File: src/rtl/cad_pkg.sv
package cad_pkg;
  typedef struct packed {
    logic ramRd;
    logic ramWr;
    logic vidRd;
    logic vidWr;
    logic apuRd;
    logic apuWr;
    logic ctlRd0;
    logic ctlRd1;
    logic ctlWr;
    logic dmaStart;
    logic cartRd;
    logic cartWr;
  } strobe_t;
endpackage

File: src/rtl/cad_ctrl.sv
module cad_ctrl
  import cad_pkg::*;
#(
  parameter int ADDR_W     = 16,
  parameter int DATA_W     = 8,
  parameter int REG_AW     = 3,
  parameter int APU_AW     = 5,
  parameter int DOT_W      = 9,
  parameter int NMI_EN_BIT = 7
) (
  input  logic              clk,
  input  logic              rstN,
  input  logic [ADDR_W-1:0] busAddr,
  input  logic              busRd,
  input  logic              busWr,
  input  logic [DATA_W-1:0] busWdata,
  input  logic [DOT_W-1:0]  vidDot,
  input  logic              vidNmiEn,
  input  logic              vidInVblank,
  input  logic              lateNmi,
  input  logic [1:0]        ctlPresent,
  output strobe_t           strobes,
  output logic              nmiSuppress,
  output logic              nmiDelayed
);
  localparam int PAGE_LSB = ADDR_W - 4;
  localparam int IO_HI_W  = PAGE_LSB - APU_AW;

  logic [3:0]        page;
  logic [REG_AW-1:0] regIdx;
  logic [APU_AW-1:0] ioOff;
  logic              inRam, inVid, inIo, inCart, ioBlock;
  logic              vidReadable, apuWrHit;
  logic              statusRead, ctrlWrite;
  logic              supNext, delNext;

  assign page   = busAddr[ADDR_W-1:PAGE_LSB];
  assign regIdx = busAddr[REG_AW-1:0];
  assign ioOff  = busAddr[APU_AW-1:0];

  assign inRam   = (page == 4'h0) || (page == 4'h1);
  assign inVid   = (page == 4'h2) || (page == 4'h3);
  assign inIo    = (page == 4'h4);
  assign inCart  = (page >= 4'h6);
  assign ioBlock = inIo && (busAddr[PAGE_LSB-1:APU_AW] == IO_HI_W'(0));

  always_comb begin
    vidReadable = 1'b0;
    case (regIdx)
      REG_AW'(2), REG_AW'(4), REG_AW'(7): vidReadable = 1'b1;
      default: vidReadable = 1'b0;
    endcase
  end

  always_comb begin
    apuWrHit = 1'b0;
    if (ioBlock) begin
      if (ioOff <= APU_AW'(5'h13))
        apuWrHit = (ioOff != APU_AW'(5'h09)) && (ioOff != APU_AW'(5'h0D));
      else if ((ioOff == APU_AW'(5'h15)) || (ioOff == APU_AW'(5'h17)))
        apuWrHit = 1'b1;
    end
  end

  always_comb begin
    strobes          = '0;
    strobes.ramRd    = busRd && inRam;
    strobes.ramWr    = busWr && inRam;
    strobes.vidRd    = busRd && inVid && vidReadable;
    strobes.vidWr    = busWr && inVid && (regIdx != REG_AW'(2));
    strobes.apuRd    = busRd && ioBlock && (ioOff == APU_AW'(5'h15));
    strobes.apuWr    = busWr && apuWrHit;
    strobes.ctlRd0   = busRd && ioBlock && (ioOff == APU_AW'(5'h16)) && ctlPresent[0];
    strobes.ctlRd1   = busRd && ioBlock && (ioOff == APU_AW'(5'h17)) && ctlPresent[1];
    strobes.ctlWr    = busWr && ioBlock && (ioOff == APU_AW'(5'h16));
    strobes.dmaStart = busWr && ioBlock && (ioOff == APU_AW'(5'h14));
    strobes.cartRd   = busRd && inCart;
    strobes.cartWr   = busWr && inCart;
  end

  assign statusRead = busRd && inVid && (regIdx == REG_AW'(2));
  assign ctrlWrite  = busWr && inVid && (regIdx == REG_AW'(0));

  assign supNext = (statusRead && ((vidDot == DOT_W'(2)) || (vidDot == DOT_W'(3))))
                || (ctrlWrite && !busWdata[NMI_EN_BIT] && lateNmi);
  assign delNext = ctrlWrite && busWdata[NMI_EN_BIT] && !vidNmiEn && vidInVblank;

  always_ff @(posedge clk or negedge rstN) begin
    if (!rstN) begin
      nmiSuppress <= 1'b0;
      nmiDelayed  <= 1'b0;
    end else begin
      nmiSuppress <= supNext;
      nmiDelayed  <= delNext;
    end
  end
endmodule

File: src/rtl/cad_datapath.sv
module cad_datapath
  import cad_pkg::*;
#(
  parameter int ADDR_W = 16,
  parameter int DATA_W = 8,
  parameter int RAM_AW = 11,
  parameter int REG_AW = 3,
  parameter int APU_AW = 5
) (
  input  strobe_t           strobes,
  input  logic [ADDR_W-1:0] busAddr,
  input  logic [DATA_W-1:0] busWdata,
  input  logic [DATA_W-1:0] ramRdata,
  input  logic [DATA_W-1:0] vidRdata,
  input  logic [DATA_W-1:0] apuStatus,
  input  logic [DATA_W-1:0] ctl0Rdata,
  input  logic [DATA_W-1:0] ctl1Rdata,
  input  logic [DATA_W-1:0] cartRdata,
  output logic [DATA_W-1:0] busRdata,
  output logic [DATA_W-1:0] wrData,
  output logic [RAM_AW-1:0] ramAddr,
  output logic              ramRd,
  output logic              ramWr,
  output logic [REG_AW-1:0] vidReg,
  output logic              vidRd,
  output logic              vidWr,
  output logic [APU_AW-1:0] apuAddr,
  output logic              apuRd,
  output logic              apuWr,
  output logic [1:0]        ctlRd,
  output logic              ctlWr,
  output logic              dmaStart,
  output logic [ADDR_W-1:0] cartAddr,
  output logic              cartRd,
  output logic              cartWr
);
  localparam int N_SRC = 6;

  logic [N_SRC-1:0]             srcSel;
  logic [N_SRC-1:0][DATA_W-1:0] srcData;

  assign srcSel  = {strobes.ramRd, strobes.vidRd, strobes.apuRd,
                    strobes.ctlRd0, strobes.ctlRd1, strobes.cartRd};
  assign srcData = {ramRdata, vidRdata, apuStatus, ctl0Rdata, ctl1Rdata, cartRdata};

  always_comb begin
    busRdata = '0;
    for (int i = 0; i < N_SRC; i++) begin
      busRdata = busRdata | (srcData[i] & {DATA_W{srcSel[i]}});
    end
  end

  assign wrData   = busWdata;
  assign ramAddr  = busAddr[RAM_AW-1:0];
  assign vidReg   = busAddr[REG_AW-1:0];
  assign apuAddr  = busAddr[APU_AW-1:0];
  assign cartAddr = busAddr;

  assign ramRd    = strobes.ramRd;
  assign ramWr    = strobes.ramWr;
  assign vidRd    = strobes.vidRd;
  assign vidWr    = strobes.vidWr;
  assign apuRd    = strobes.apuRd;
  assign apuWr    = strobes.apuWr;
  assign ctlRd    = {strobes.ctlRd1, strobes.ctlRd0};
  assign ctlWr    = strobes.ctlWr;
  assign dmaStart = strobes.dmaStart;
  assign cartRd   = strobes.cartRd;
  assign cartWr   = strobes.cartWr;
endmodule

File: src/rtl/cpu_addr_decode.sv
module cpu_addr_decode
  import cad_pkg::*;
#(
  parameter int ADDR_W     = 16,
  parameter int DATA_W     = 8,
  parameter int RAM_AW     = 11,
  parameter int REG_AW     = 3,
  parameter int APU_AW     = 5,
  parameter int DOT_W      = 9,
  parameter int NMI_EN_BIT = 7
) (
  input  logic              clk,
  input  logic              rstN,
  input  logic [ADDR_W-1:0] busAddr,
  input  logic              busRd,
  input  logic              busWr,
  input  logic [DATA_W-1:0] busWdata,
  output logic [DATA_W-1:0] busRdata,
  output logic [DATA_W-1:0] wrData,
  output logic [RAM_AW-1:0] ramAddr,
  output logic              ramRd,
  output logic              ramWr,
  input  logic [DATA_W-1:0] ramRdata,
  output logic [REG_AW-1:0] vidReg,
  output logic              vidRd,
  output logic              vidWr,
  input  logic [DATA_W-1:0] vidRdata,
  input  logic [DOT_W-1:0]  vidDot,
  input  logic              vidNmiEn,
  input  logic              vidInVblank,
  input  logic              lateNmi,
  output logic [APU_AW-1:0] apuAddr,
  output logic              apuRd,
  output logic              apuWr,
  input  logic [DATA_W-1:0] apuStatus,
  input  logic [1:0]        ctlPresent,
  output logic [1:0]        ctlRd,
  output logic              ctlWr,
  input  logic [DATA_W-1:0] ctl0Rdata,
  input  logic [DATA_W-1:0] ctl1Rdata,
  output logic              dmaStart,
  output logic [ADDR_W-1:0] cartAddr,
  output logic              cartRd,
  output logic              cartWr,
  input  logic [DATA_W-1:0] cartRdata,
  output logic              nmiSuppress,
  output logic              nmiDelayed
);
  strobe_t strobes;

  cad_ctrl #(
    .ADDR_W(ADDR_W), .DATA_W(DATA_W), .REG_AW(REG_AW), .APU_AW(APU_AW),
    .DOT_W(DOT_W), .NMI_EN_BIT(NMI_EN_BIT)
  ) u_ctrl (
    .clk(clk), .rstN(rstN), .busAddr(busAddr), .busRd(busRd), .busWr(busWr),
    .busWdata(busWdata), .vidDot(vidDot), .vidNmiEn(vidNmiEn),
    .vidInVblank(vidInVblank), .lateNmi(lateNmi), .ctlPresent(ctlPresent),
    .strobes(strobes), .nmiSuppress(nmiSuppress), .nmiDelayed(nmiDelayed)
  );

  cad_datapath #(
    .ADDR_W(ADDR_W), .DATA_W(DATA_W), .RAM_AW(RAM_AW), .REG_AW(REG_AW), .APU_AW(APU_AW)
  ) u_dp (
    .strobes(strobes), .busAddr(busAddr), .busWdata(busWdata),
    .ramRdata(ramRdata), .vidRdata(vidRdata), .apuStatus(apuStatus),
    .ctl0Rdata(ctl0Rdata), .ctl1Rdata(ctl1Rdata), .cartRdata(cartRdata),
    .busRdata(busRdata), .wrData(wrData), .ramAddr(ramAddr), .ramRd(ramRd),
    .ramWr(ramWr), .vidReg(vidReg), .vidRd(vidRd), .vidWr(vidWr),
    .apuAddr(apuAddr), .apuRd(apuRd), .apuWr(apuWr), .ctlRd(ctlRd),
    .ctlWr(ctlWr), .dmaStart(dmaStart), .cartAddr(cartAddr),
    .cartRd(cartRd), .cartWr(cartWr)
  );
endmodule

File: config.mk
export PLATFORM = sky130hd
export DESIGN_NAME = cpu_addr_decode
export DESIGN_NICKNAME = d
export VERILOG_FILES = /design/src/rtl/cad_pkg.sv /design/src/rtl/cad_ctrl.sv /design/src/rtl/cad_datapath.sv /design/src/rtl/cpu_addr_decode.sv
export SDC_FILE = /design/constraint.sdc
export NUM_CORES = 1
export LEC_CHECK = 0
export ABC_AREA = 1
export CAP_MARGIN = 15
export CELL_PAD_IN_SITES_DETAIL_PLACEMENT = 1
export CELL_PAD_IN_SITES_GLOBAL_PLACEMENT = 1
export CORE_MARGIN = 5
export CORE_UTILIZATION = 32
export DETAILED_ROUTE_END_ITERATION = 6
export DONT_BUFFER_PORTS = 1
export PLACE_DENSITY = 0.82
export SKIP_LAST_GASP = 1
export SLEW_MARGIN = 20
export SYNTH_ARGS = -nofsm -noshare
export SYNTH_HDL_FRONTEND = slang
export SYNTH_SLANG_ARGS = --single-unit
File: constraint.sdc
create_clock -name clk -period 1.1 [get_ports clk]
set_clock_uncertainty 0.15 [all_clocks]
set_input_delay 0.165 -clock clk [delete_from_list [all_inputs] [get_ports clk]]
set_output_delay 0.165 -clock clk [all_outputs]
set_load 0.005 [all_outputs]
# --- Yosys cells after proc, flatten, opt, wreduce, memory -nomap -nowiden ---
# Cells that the tools add are included.
word_totals:
  inputBits: 90
  out_inout_bits: 65
  word_cells: 74
  ff_bits: 2
op_classes:
  magnitude_cmp: 2
  n_mux: 4
  n_bitwise: 11
  eq_ne: 16
  n_reduce_logical: 39
op_table:
  columns: ["cell", "count"]
  rows:
  - ["AND 8 bit", 6]
  - ["OR 8 bit", 5]
  - ["logical AND 1 bit", 28]
  - ["== test 5 bit (second input constant)", 4]
  - ["== test 9 x 2 -> 1 bit (second input constant)", 2]
  - ["inequality test 5 x 4 -> 1 bit (second input constant)", 2]
  - ["== test 4 x 2 -> 1 bit (second input constant)", 2]
  - ["logical NOT 7 bit", 1]
  - ["== test 3 bit (second input constant)", 2]
  - ["less-or-equal comparator 5 bit (second input constant)", 1]
  - ["logical OR 1 bit", 5]
  - ["== test 4 x 1 -> 1 bit (second input constant)", 1]
  - ["== test 4 x 3 -> 1 bit (second input constant)", 1]
  - ["greater-or-equal comparator 4 x 3 -> 1 bit (second input constant)", 1]
  - ["logical NOT 4 bit", 1]
  - ["two-way mux 1 bit", 4]
  - ["== test 3 x 2 -> 1 bit (second input constant)", 1]
  - ["logical NOT 3 bit", 1]
  - ["inequality test 3 x 2 -> 1 bit (second input constant)", 1]
  - ["OR reduction 3 bit", 1]
  - ["logical NOT 1 bit", 2]

# --- Longest topological paths before layout ---
# Gate-level depths: netlist (run 1).
logic_depth:
  depth_word: 11
  depth_mapped: 8

# --- Cells and area by module ---
# A second synthesis (run 1) with hierarchy kept.
unflattened:
  cells_unflattened: 226
  area_unflattened_um2: 1167.4
modules_own_cells:
  columns: ["mod", "instances", "cells_per_inst", "area_each_um2"]
  rows:
  - ["cad_datapath", 1, 157, 803.3]
  - ["cad_ctrl", 1, 69, 364.1]

# --- Worst setup path before layout (run 1) ---
# No wires, ideal clock.
synth_path:
  kind: "in2out"
  startpoint: "input port busAddr[6]"
  endpoint: "output port ctlWr"
  stages: 5
  slack_ns: -0.149
  required_ns: 0.785
  t_arrival_ns: 0.934
  n_path_buf: 0
  path_cell_list: "or2_2 nor3_1 and2_1 nand3_1 nor2_1"
synth_between:
  elab_chain_cells: 4
synth_rtl:
  columns: ["element", "line", "source"]
  rows:
  - ["start, declared", "cpu_addr_decode.sv:14", "input logic [ADDR_W-1:0] busAddr,"]
  - ["logical NOT 7 bit", "cad_ctrl.sv:45", "assign ioBlock = inIo && (busAddr[PAGE_LSB-1:APU_AW] == IO_HI_W'(0));"]
  - ["logical AND 1 bit", "cad_ctrl.sv:45", null]
  - ["logical AND 1 bit (2 in a row)", "cad_ctrl.sv:75", "strobes.ctlWr = busWr && ioBlock && (ioOff == APU_AW'(5'h16));"]
  - ["end, declared", "cpu_addr_decode.sv:38", "output logic ctlWr,"]
# Every way passes these cells.

# --- Worst setup path after layout (run 1) ---
layout_path:
  startpoint: "input port busAddr[11]"
  endpoint: "output port busRdata[4]"
layout_between:
  elab_chain_cells: 11
  word_cells_on_any_way: 16
layout_rtl:
  columns: ["element", "line", "source"]
  rows:
  - ["logical NOT 7 bit *", "cad_ctrl.sv:45", null]
  - ["logical AND 1 bit *", "cad_ctrl.sv:45", null]
  - ["logical AND 1 bit *", "cad_ctrl.sv:71, cad_ctrl.sv:73, cad_ctrl.sv:74", null]
  - ["logical AND 1 bit (2 in a row)", "cad_ctrl.sv:74", "strobes.ctlRd1 = busRd && ioBlock && (ioOff == APU_AW'(5'h17)) && ctlPresent[1];"]
  - ["AND 8 bit", "cad_datapath.sv:49", "busRdata = busRdata | (srcData[i] & {DATA_W{srcSel[i]}});"]
  - ["OR 8 bit (2 in a row)", "cad_datapath.sv:49", null]
  - ["OR 8 bit * (3 in a row)", "cad_datapath.sv:49", null]
  - ["end, declared", "cpu_addr_decode.sv:18", "output logic [DATA_W-1:0] busRdata,"]
# Every way passes the cells marked *; elsewhere a longest branch is shown, timed or not.

==> flow_metrics.tcl, run 1 <==
set metrics [dict create \
    p_per_area_nw_per_um2 441.9 \
    drive_above_1_share_pct 39.73 \
    clkTransAtPathRegs_ps 30 \
    root_buffer "clkbuf_8" \
    p_sw_w 0.0002549 \
    pwr-share-clk_pct 41.7 \
    grt_max_degree 10 \
    fmax_mhz 724.2 \
    p_leak_nw 0.7853 \
    slew_headroom_pct 80.42 \
    core_area_sq_um 3744 \
    critPathRequiredTime_ps 780 \
    die_w_um 72.78 \
    netlist_area_sq_um 1261 \
    dieArea_sq_um 5297 \
    holdWs_ps 7.829 \
    antenna_found_initial 0 \
    min-delay-start "busWdata[7]" \
    ys_types 23 \
    boundaryPins 155 \
    p_sw_share_pct 36.24 \
    grt_pass1_wl_mm 7.272 \
    hold_class "primary input to flip-flop" \
    grt.total_usage_pct 17.33 \
    finalCritPeriodShare_pct 125.5 \
    synth_area_leaders "buf_4 26%, nor2_1 17%, inv_1 14%, nand2_1 7.1%, nand3_1 5.6%" \
    nets 316 \
    dr_total_vias 1323 \
    final_core_util_pct 42.51 \
    yosysSeqAreaShare_pct 3.968 \
    synth_top_area_share_pct 26.19 \
    violations "setup timing" \
    syn2layout_area_growth_pct 26.19 \
    cts_num_sinks 2 \
    drt-initial-drc-count 51 \
    ys_warn_count 0 \
    synth.net_count 328 \
    place.detailed.hpwl_mm 3.767 \
    rows 22 \
    synth_cells 238 \
    first_global_vias 1519 \
    instances_no_fill 272 \
    p_int_w 0.0004484 \
    n_antenna_cell 0 \
    final-max-slew-violation-count 0 \
    setup_slack_ps -280.8 \
    crit_end "busRdata[4]" \
    worst_pin_slew_ps 291.1 \
    crit_type "primary input to primary output" \
    via_per_inst 4.864 \
    fin_crit_ps 1381 \
    yosysTopAreaCell "buf_4" \
    synth_seq_cells 2 \
    irDropWorstVdd_mv 0.1254 \
    die_y_um 72.78 \
    pwr-share-comb_pct 47.7 \
    seq_power_share_pct 10.6 \
    worstSetupEndpointType "primary output" \
    first_pass_iters 4 \
    cts_tree "built" \
    cap_violations 0 \
    htree_num_levels 1 \
    startpoint_type "primary input" \
    setup_viol 16 \
    io_buffers 0 \
    cts_buffer_depth 2 \
    cp_max_fo 8 \
    hold_viol 0 \
    worstPathArrival_ps 1070 \
    finalWirelength_mm 4.688 \
    syn_avg_cell_area_sq_um 5.299 \
    startpoint "busAddr[11]" \
    rsz0062_at_grt "true" \
    grt-ovfl-total 0 \
    wl_per_cell_um 17.24 \
    cts_buffers 3 \
    antenna_left 0 \
    initial_core_util_pct 33.69 \
    post-place-cells 258 \
    drc 0 \
    gp_congestion 0.7507 \
    status "complete, but fails checks" \
]
-- routing by layer --
layer / global-route usage [%] / vias to the layer above / part of all wire [%]
li1: - / 659 / -
met1: 19.24 / 580 / 38
met2: 32.97 / 76 / 53
met3: 3.306 / 8 / 7.3
met4: 4.918 / 0 / 1.4
met5: 0 / - / 0
-- synthesized netlist by cell type, drive strengths merged --
library cell,count
nor2,61
inv,51
buf,44
nand2,27
nand3,16
nor3,13
a21oi,8
nand4,4
and2,3
nor4,3
o21ai,3
dfrtp,2
nor4b,1
o32ai,1
or2,1
-- final cells by class --
class                      instances  area, sq um
multi-input combinational        142         1006
clock buffer                       3        41.29
tap                               48        60.06
fill                             518         2152
sequential                         2        50.05
inverter                          51        217.7
timing repair buffer              26        216.5
-- cells in the final DEF (no fill, tap or decap), types with 4 or more instances in the layout --
cell type,Yosys,layout
nor3_1,12,4
buf_4,44,19
inv_4,0,4
nand3_1,14,10
nand2_1,24,21
a21oi_1,8,5
nor2_2,5,10
nand3_4,0,4
nor3_2,0,7
inv_1,47,43
dlygate4sd3_1,0,4
nand2_4,0,5
nor2_1,56,40
nor2_4,0,11
-- state kept, by name, indices dropped and copies added, names as in the netlist --
name / flops
u_ctrl.nmiDelayed: 1
u_ctrl.nmiSuppress: 1
-- power groups by stage --
stage               logic, W  clock network, W  registers, W
finish              0.000336          0.000293     0.0000743
global route        0.000371          0.000310     0.0000743
CTS                 0.000299          0.000301     0.0000743
detailed placement  0.000238                 0     0.0000751
global placement    0.000232                 0     0.0000751
floorplan           0.000297                 0     0.0000751
-- worst max-delay path, cell delays in order --
cell and delay, ps:
nor2_4 90, nand2_2 70, nor2_4 180, nand3_4 160, nor3_1 230, nor2_1 70
nand2_1 90
-- timing repair --
action                                 CTS  global route
cloned                                   1             0
hold buffers                             2             2
pin swaps                               21            12
endpoints found under the hold margin    4             1
setup endpoints to repair               16            18
buffers inserted                         6             1
gates resized for setup                 40            27
-- how the worst min path moves through the flow --
stage | to | slack [ps] | cells after the start
finish | u_ctrl.nmiDelayed | 8 | 2
global route | u_ctrl.nmiDelayed | 20 | 2
detailed placement | u_ctrl.nmiDelayed | -280 | 0
global placement | u_ctrl.nmiDelayed | -280 | 0
floorplan | u_ctrl.nmiDelayed | -280 | 0
CTS | u_ctrl.nmiDelayed | -110 | 1
-- cell families (layout without fill, tap and decap cells) --
family	count (synthesis)	in the layout	share of synthesized area [%]
AOI/OAI and AO/OA	12	13	5.953
DFF	2	2	3.968
and+or+nand+nor	129	129	48.71
buffers and inverters	95	80	41.37
-- metrics by stage --
stage	TNS [ps]	power [W]	area (sq um)	worst slack (ps)
6_report	-2644	0.0007033	1592	-280.8
5_1_grt	-3670	0.0007552	1592	-337.2
4_1_cts	-2696	0.0006735	1443	-228.6
3_5_place_dp	-3668	0.0003131	1177	-269.5
3_3_place_gp	-3231	0.0003076	1177	-254.3
2_1_floorplan	-1111	0.0003719	1340	-93.85
Note: power is estimated with default switching activity, not from simulation.
==> inputs of run 2 (changes only) <==
Settings changed: PLACE_DENSITY 0.82 to unset, PLACE_DENSITY_LB_ADDON set to 0.25.
==> flow_metrics.tcl, run 2 (synthesis results as in run 1) <==
set metrics [dict create \
    status "complete, but fails checks" \
    violations "setup timing" \
    fmax_mhz 745.8 \
    rows 22 \
    cts_buffers 3 \
    first_pass_iters 4 \
    grt-ovfl-total 0 \
    worst_pin_slew_ps 298.9 \
    via_per_inst 4.801 \
    startpoint_type "primary input" \
    grt_pass1_wl_mm 6.520 \
    clkTransAtPathRegs_ps 30 \
    n_antenna_cell 0 \
    finalWirelength_mm 4.370 \
    htree_num_levels 1 \
    rsz0062_at_grt "true" \
    io_buffers 0 \
    root_buffer "clkbuf_8" \
    die_y_um 72.78 \
    core_area_sq_um 3744 \
    nFillCells 526 \
    boundaryPins 155 \
    dr_total_vias 1306 \
    fin_crit_ps 1341 \
    drt-initial-drc-count 29 \
    critPathRequiredTime_ps 780 \
    wl_per_cell_um 16.07 \
    final_core_util_pct 40.47 \
    crit_type "primary input to primary output" \
    cap_violations 0 \
    gp_congestion 0.7299 \
    grt.total_usage_pct 15.39 \
    final-max-slew-violation-count 0 \
    p_leak_nw 0.7522 \
    total_power_w 0.0006633 \
    drc 0 \
    top_regs "u_ctrl.nmiDelayed (1), u_ctrl.nmiSuppress (1)" \
    antenna_found_initial 0 \
    p_per_area_nw_per_um2 437.8 \
    setup_viol 16 \
    slew_headroom_pct 80.01 \
    syn2layout_area_growth_pct 20.14 \
    dieArea_sq_um 5297 \
    worstPathArrival_ps 1030 \
    finalCritPeriodShare_pct 121.9 \
    final_area_sq_um 1515 \
    drive_above_1_share_pct 36.61 \
    layout_common_cells "44 x inv_1, 40 x nor2_1, 21 x nand2_1, 19 x buf_4, 12 x nand3_1" \
    cts_num_sinks 2 \
    grt_max_degree 10 \
    setup_slack_ps -240.9 \
    cp_max_fo 8 \
    worstSetupEndpointType "primary output" \
    first_global_vias 1437 \
    place.detailed.hpwl_mm 3.603 \
    initial_core_util_pct 33.69 \
    cts_buffer_depth 2 \
    nets 316 \
    cts_tree "built" \
    die_w_um 72.78 \
    irDropWorstVdd_mv 0.2344 \
    place_ws_ps -260.2 \
    hold_viol 0 \
    placed_area_sq_um 1200 \
    fin_tns_setup_ps -2978 \
    final_common_cell "inv_1" \
    hold_class "primary input to async pin" \
    antenna_left 0 \
]
==> run 2: cell count changes in the layout (fill, tap and decap cells not counted), moves of 2 or more <==
cell     previous run  this run
nand2_4             5         1
inv_2               2         5
nor3_1              4         6
nand2_2             1         4
nand3_1            10        12
inv_4               4         2
buf_6               3         1
==> run 2: layer usage <==
metal  up-vias  track usage (%)  share of wire [%]
met2        69            28.36                 51
met5         -                0                  0
met4         0            2.869               0.41
met3         6            4.270                9.1
met1       578            17.63                 39
li1        653                -                  -
==> run 2: worst paths after layout <==
path	startpoint	end
worst max-delay path	busAddr[11]	busRdata[6]
worst min-delay path	rstN	u_ctrl.nmiSuppress
max in group asynchronous	rstN	u_ctrl.nmiDelayed
min in group clk	busAddr[1]	u_ctrl.nmiDelayed
==> run 2: metrics by stage <==
step | hold slack, ps | cells
floorplan | -280.6 | 238
global placement | -280.5 | 261
detailed placement | -280.5 | 261
CTS | 32.76 | 272
global route | 38.71 | 272
finish | 36.52 | 272
==> run 2: cell type report <==
class / instances / area [sq um] / area share [%]
clock buffer: 3 / 41.29 / 2.725
inverter: 51 / 196.4 / 12.96
multi-input combinational: 142 / 943.4 / 62.26
sequential: 2 / 50.05 / 3.303
tap: 48 / 60.06 / 3.964
timing repair buffer: 26 / 224.0 / 14.78
==> run 2: worst max-delay path, cell delays in order <==
cell	delay, ps
nor2_4	80
nand2_2	70
nor2_4	210
nand3_4	170
nor3_1	180
nor2_1	60
nand2_1	80
==> run 2: repair_timing <==
action,in CTS,in global routing
resized for setup,39,7
hold buffers,5,0
endpoints found under the hold margin,4,0
endpoints found under the setup margin,18,17
gates cloned,1,0
setup buffers,2,0
pin swaps,19,4
==> run 2: power breakdown <==
| group | internal, W | leakage (nW) | switching, W |
|---|---|---|---|
| Sequential | 0.0000743 | 0.0279 | 0.0000000544 |
| Clock | 0.000231 | 0.0216 | 0.0000511 |
| Combinational | 0.000136 | 0.703 | 0.000171 |
| Total | 0.000442 | 0.752 | 0.000222 |
==> inputs of run 3 (changes only) <==
Settings changed: CTS_CLUSTER_SIZE set to 12.
==> results of run 3 <==
The final DEF is identical to that of run 2; final timing and power are the same.
